`src/rtl/irq_cascade_resolver.sv`:
```
module irq_cascade_resolver #(
  parameter int W    = 8,
  parameter int CASC = 7
) (
  input  logic                 clk,
  input  logic                 rst_n,
  input  logic [W-1:0]         stat0,
  input  logic [W-1:0]         stat1,
  input  logic [W-1:0]         sec_stat,
  input  logic                 cpu_timer,
  input  logic                 bus_err,
  input  logic                 tmr0,
  input  logic                 tmr1,
  input  logic                 wr_en,
  input  logic [1:0]           wr_addr,
  input  logic [W-1:0]         wr_data,
  output logic                 irq_valid,
  output logic [2:0]           irq_group,
  output logic [$clog2(W)-1:0] irq_index
);
  localparam int IW = $clog2(W);
  localparam logic [W-1:0] CBIT = W'(1) << CASC;
  localparam logic [2:0] G_L0 = 3'd0, G_L1 = 3'd1, G_S0 = 3'd2, G_S1 = 3'd3,
                         G_CT = 3'd4, G_BE = 3'd5, G_T0 = 3'd6, G_T1 = 3'd7;

  logic [W-1:0] lmask0, lmask1, smask0, smask1;

  always_ff @(posedge clk or negedge rst_n) begin
    if (!rst_n) begin
      lmask0 <= '0;
      lmask1 <= '0;
      smask0 <= '0;
      smask1 <= '0;
    end else if (wr_en) begin
      case (wr_addr)
        2'd0: lmask0 <= (wr_data & ~CBIT) | (lmask0 & CBIT);
        2'd1: lmask1 <= (wr_data & ~CBIT) | (lmask1 & CBIT);
        2'd2: begin
          smask0       <= wr_data;
          lmask0[CASC] <= |wr_data;
        end
        default: begin
          smask1       <= wr_data;
          lmask1[CASC] <= |wr_data;
        end
      endcase
    end
  end

  function automatic logic [IW:0] enc(input logic [W-1:0] v);
    logic [IW:0] r;
    r = '0;
    for (int i = 0; i < W; i++)
      if (v[i]) r = {1'b1, IW'(i)};
    return r;
  endfunction

  logic [W-1:0]  eff0, eff1;
  logic [IW:0]   pick0, pick1;
  logic [2:0]    code0, code1;
  logic [IW+3:0] nxt;

  assign eff0  = stat0 & lmask0;
  assign eff1  = stat1 & lmask1;
  assign pick0 = eff0[CASC] ? enc(sec_stat & smask0) : enc(eff0);
  assign pick1 = eff1[CASC] ? enc(sec_stat & smask1) : enc(eff1);
  assign code0 = eff0[CASC] ? G_S0 : G_L0;
  assign code1 = eff1[CASC] ? G_S1 : G_L1;

  always_comb begin
    nxt = '0;
    if (cpu_timer)
      nxt = {1'b1, G_CT, IW'(0)};
    else if (|eff0)
      nxt = pick0[IW] ? {1'b1, code0, pick0[IW-1:0]} : '0;
    else if (|eff1)
      nxt = pick1[IW] ? {1'b1, code1, pick1[IW-1:0]} : '0;
    else if (bus_err)
      nxt = {1'b1, G_BE, IW'(0)};
    else if (tmr0)
      nxt = {1'b1, G_T0, IW'(0)};
    else if (tmr1)
      nxt = {1'b1, G_T1, IW'(0)};
  end

  always_ff @(posedge clk or negedge rst_n) begin
    if (!rst_n) begin
      irq_valid <= 1'b0;
      irq_group <= '0;
      irq_index <= '0;
    end else begin
      irq_valid <= nxt[IW+3];
      irq_group <= nxt[IW+2:IW];
      irq_index <= nxt[IW-1:0];
    end
  end

  a_r6_cpu_timer_wins: assert property (@(posedge clk) disable iff (!rst_n)
    cpu_timer |=> (irq_valid && irq_group == G_CT && irq_index == '0));

  a_r3_idle_is_zero: assert property (@(posedge clk) disable iff (!rst_n)
    !irq_valid |-> (irq_group == '0 && irq_index == '0));

  a_r7_casc_follows_sec0: assert property (@(posedge clk) disable iff (!rst_n)
    (wr_en && wr_addr == 2'd2) |=> (lmask0[CASC] == (smask0 != '0)));

  a_r7_casc_follows_sec1: assert property (@(posedge clk) disable iff (!rst_n)
    (wr_en && wr_addr == 2'd3) |=> (lmask1[CASC] == (smask1 != '0)));

  a_r8_local_keeps_casc: assert property (@(posedge clk) disable iff (!rst_n)
    (wr_en && !wr_addr[1]) |=> $stable({lmask0[CASC], lmask1[CASC]}));

  a_r6_low_lines_order: assert property (@(posedge clk) disable iff (!rst_n)
    (irq_valid && irq_group[2] && irq_group != G_CT) |->
      (!$past(cpu_timer) &&
       (irq_group != G_BE || $past(bus_err)) &&
       (irq_group != G_T0 || ($past(tmr0) && !$past(bus_err))) &&
       (irq_group != G_T1 || ($past(tmr1) && !$past(tmr0) && !$past(bus_err)))));
endmodule

```
`config.mk`:
```
export PLATFORM = sky130hd
export DESIGN_NAME = irq_cascade_resolver
export DESIGN_NICKNAME = d
export VERILOG_FILES = /design/src/rtl/irq_cascade_resolver.sv
export SDC_FILE = /design/constraint.sdc
export NUM_CORES = 1
export LEC_CHECK = 0
export BUFFER_PORTS_ARGS = -buffer_cell sky130_fd_sc_hd__buf_2
export CAP_MARGIN = 40
export CORE_ASPECT_RATIO = 0.5
export CORE_MARGIN = 3
export CORE_UTILIZATION = 50
export CTS_BUF_LIST = sky130_fd_sc_hd__clkbuf_4 sky130_fd_sc_hd__clkbuf_8
export DETAILED_ROUTE_END_ITERATION = 6
export GPL_ROUTABILITY_DRIVEN = 1
export GPL_TIMING_DRIVEN = 0
export PLACE_DENSITY = 0.78
export SLEW_MARGIN = 40
export SYNTH_ARGS = -nofsm -noshare
export SYNTH_HDL_FRONTEND = slang
export SYNTH_SLANG_ARGS = --single-unit
```
`constraint.sdc`:
```
create_clock -name clk -period 2.76 [get_ports clk]
set_clock_uncertainty 0.2 [all_clocks]
set_input_delay 0.276 -clock clk [delete_from_list [all_inputs] [get_ports clk]]
set_output_delay 0.276 -clock clk [all_outputs]
set_load 0.01 [all_outputs]
```
==> run summary <==
Sw frac: 30.0%
Maximum vdd drop: 0.344 mV
WL met2: 2.09 mm
Type of origin of the critical path: register
Synth-to-Final Area Change: 21.3%
Worst hold path cell count: 2
Routed WL per cell: 17.4 um
Power Total: 1.51 mW
Yosys top cell by area: dfrtp_1
HPWL Detailed: 3.63 mm
Core ar.: 0.00357 sq mm
Die H: 49.9 um
Synth top area cells: dfrtp_1, mux2_2, a22oi_1
Total wire length: 4.66 mm
Final min period: 1.83 ns
Number of enable flip-flop cells after synthesis: 0
Root buffer cell: clkbuf_8
DR pass1 iterations: 5
Fillcell total: 290
Max_slew headroom: 59.4%
Reg clk slew, reported paths: 0.08 ns
Area fraction of the dominant cell type after synthesis: 50.7%
RePlAce Congestion: 0.814
Highest metal layer with signal wires: met4
Layout Utilization: 65.5%
Post-synthesis simple-gate area fraction: 14.8%
Worst-margin pin slew: 0.606 ns
Dominant synthesized flop cell: dfrtp_1
Clock latency on the worst-skew pair: 0.29 ns
Largest family of logic cells by synthesized area: multiplexers
Htree depth: 2
Switch Pwr: 451 uW
Reg2reg path depth: 5
Final period utilization: 66.2%
Post-Synthesis Cell Area: 0.00192 sq mm
TritonCTS clock tree: yes
MaxCap Viol Count: 0
Number of DRC markers in iteration 0: 81
Fraction of the mapped netlist area in adder cells: 0%
CP Class: register to register
DRC violations left: 0
Final slew viol count: 0
Status: finished, final reports clean
Logic pwr share: 23.1%
Yosys reg bits: 39
Critical Path AT: 1.83 ns
Top post-synthesis cells by count: dfrtp_1, mux2_2, nand2_1, a22oi_1, a32o_1
Static Leak: 1.04 nW
Setup Buffers After CTS: 0
Final instance area: 0.00233 sq mm
Fmax: 0.547 GHz
Grt ovf: 0
Die extent in x: 93.7 um
Number of global-route vias before repair: 1608
Reg2reg setup slack: 0.93 ns
Antenna viol nets, final: 0
YS warnings: 0
Initial antenna violation count: 0
Post-synthesis mux area share: 17.6%
Synth Area in XOR/XNOR: 0%
Clock Power Share: 27.4%
CP required: 2.76 ns
Met3 WL post-DR: 356 um
Min-Delay Path Class: primary input to register
Setup TNS: 0 ns
RSZ-0062 raised after global routing: no
Most frequent cell after synthesis: dfrtp_1
Synth Area in Compound Gates: 16.5%
Crit Path Max Fanout: 5
Total die area: 0.00467 sq mm
Bufs on Longest Clock Path: 2
Largest net degree at the start of global routing: 40
P_int: 1.05 mW
Port bufs: 47
Hold Crit Start: cpu_timer
RR Endpoint: irq_index[1]
# clock sinks: 39
I/O Pins: 48
Post-Syn Instances: 161
Setup violators final: 0
Vias: 1564
Nets@finish: 257
Number of CTS-inserted buffers: 5
WL met1: 2.15 mm
R2r startpoint: lmask0[2]
Mapped Nets: 202
Final Hold Fails: 0
Worst Hold End: irq_index[2]
First-pass GRT wire length: 7.70 mm
Seq/Total Area, Yosys: 50.7%
Ant. Diodes: 0
Unique masters post-synth: 35
Critical path capture point type: register
Post-DP Area: 0.00222 sq mm
Mean area per synthesized cell: 12.0 sq um
Total GRT Usage: 21.9%
Sequential Power Share: 49.4%
Core Rows: 15
DR vias/cell: 5.84
Power per cell area: 645 mW/mm^2
Async set-or-reset flop fraction in the synthesized netlist: 100%
Layout cells sized above 1: 42.9%
Initial Util: 54.0%
[repair_timing]
item / CTS / global route
hold buffers: 1 / 0
resized for setup: 0 / 0
hold endpoints to repair: 39 / 0
[placed cells by master, fill, tap and decap left out, types with 2 or more instances in the layout]
cell type / Yosys / routed
o21ai_0: 3 / 3
a31oi_1: 5 / 5
buf_2: 1 / 47
mux2_2: 30 / 30
nor2b_1: 2 / 2
nor2_1: 4 / 4
nand2_1: 21 / 21
a22o_1: 2 / 2
nand3_1: 5 / 5
nor3_1: 2 / 2
o21ai_1: 2 / 2
a22oi_1: 12 / 12
dfrtp_1: 39 / 39
or4_1: 2 / 2
a21oi_1: 2 / 2
nand3b_1: 4 / 4
nor3b_2: 2 / 2
a32o_1: 6 / 6
clkbuf_8: 0 / 6
[how the worst max path moves through the flow]
| stage | cells past startpoint | start | slack, ns | endpoint |
|---|---|---|---|---|
| final | 5 | lmask0[2] | 0.93 | irq_index[1] |
| after CTS | 5 | lmask0[2] | 0.96 | irq_index[1] |
| after global placement | 6 | stat0[2] | 1.02 | irq_index[1] |
| after global routing | 5 | lmask0[2] | 0.86 | irq_index[1] |
| after floorplan | 5 | smask1[5] | 1.16 | irq_group[1] |
| after detailed placement | 5 | lmask0[2] | 1.0 | irq_index[1] |
[power groups by stage]
stage,sequential [mW],combinational (mW),clock (mW)
2_1_floorplan,0.739,0.219,0
4_1_cts,0.743,0.347,0.417
6_report,0.744,0.348,0.413
5_1_grt,0.757,0.383,0.452
3_5_place_dp,0.753,0.343,0
3_3_place_gp,0.745,0.329,0
[layout make-up]
| type | instances | area (sq um) | area share [%] |
|---|---|---|---|
| sequential | 39 | 976 | 41.8 |
| clock buffer | 6 | 82.6 | 3.54 |
| tap | 51 | 63.8 | 2.73 |
| buffer | 1 | 5.00 | 0.214 |
| multi-input combinational | 120 | 940 | 40.2 |
| inverter | 1 | 3.75 | 0.161 |
| timing repair buffer | 48 | 248 | 10.6 |
| clock inverter | 2 | 16.3 | 0.697 |
[worst max-delay path, stage by stage (launching register included)]
cell and delay (ns):
dfrtp_1 0.40, a22oi_1 0.27, and4b_2 0.35, o211ai_2 0.13, nand3b_1 0.19, a21oi_1 0.18
[registers in the layout, indices dropped and copies added, names as in the netlist]
register	cells
irq_group	3
irq_index	3
irq_valid	1
lmask0	8
lmask1	8
smask0	8
smask1	8
[kinds of logic (layout without fill, tap and decap cells)]
family | Yosys count | count (layout)
buf+inv | 2 | 58
mux | 30 | 30
flops | 39 | 39
simple gates | 49 | 49
compound gates | 41 | 41
[metal layers]
layer	vias to the layer above	GRT usage, %
met1	761	31.5
met2	61	32.7
li1	735	-
met3	7	4.88
met5	-	0
met4	0	7.19
[stage by stage]
stage	setup slack, ns	instances	hold WS [ns]
5_1_grt	0.857	268	0.0196
6_report	0.932	268	0.0208
2_1_floorplan	1.16	161	-0.220
3_5_place_dp	0.997	259	0.236
3_3_place_gp	1.02	259	0.217
4_1_cts	0.964	268	0.0133
Power figures use the tool's default switching activity.
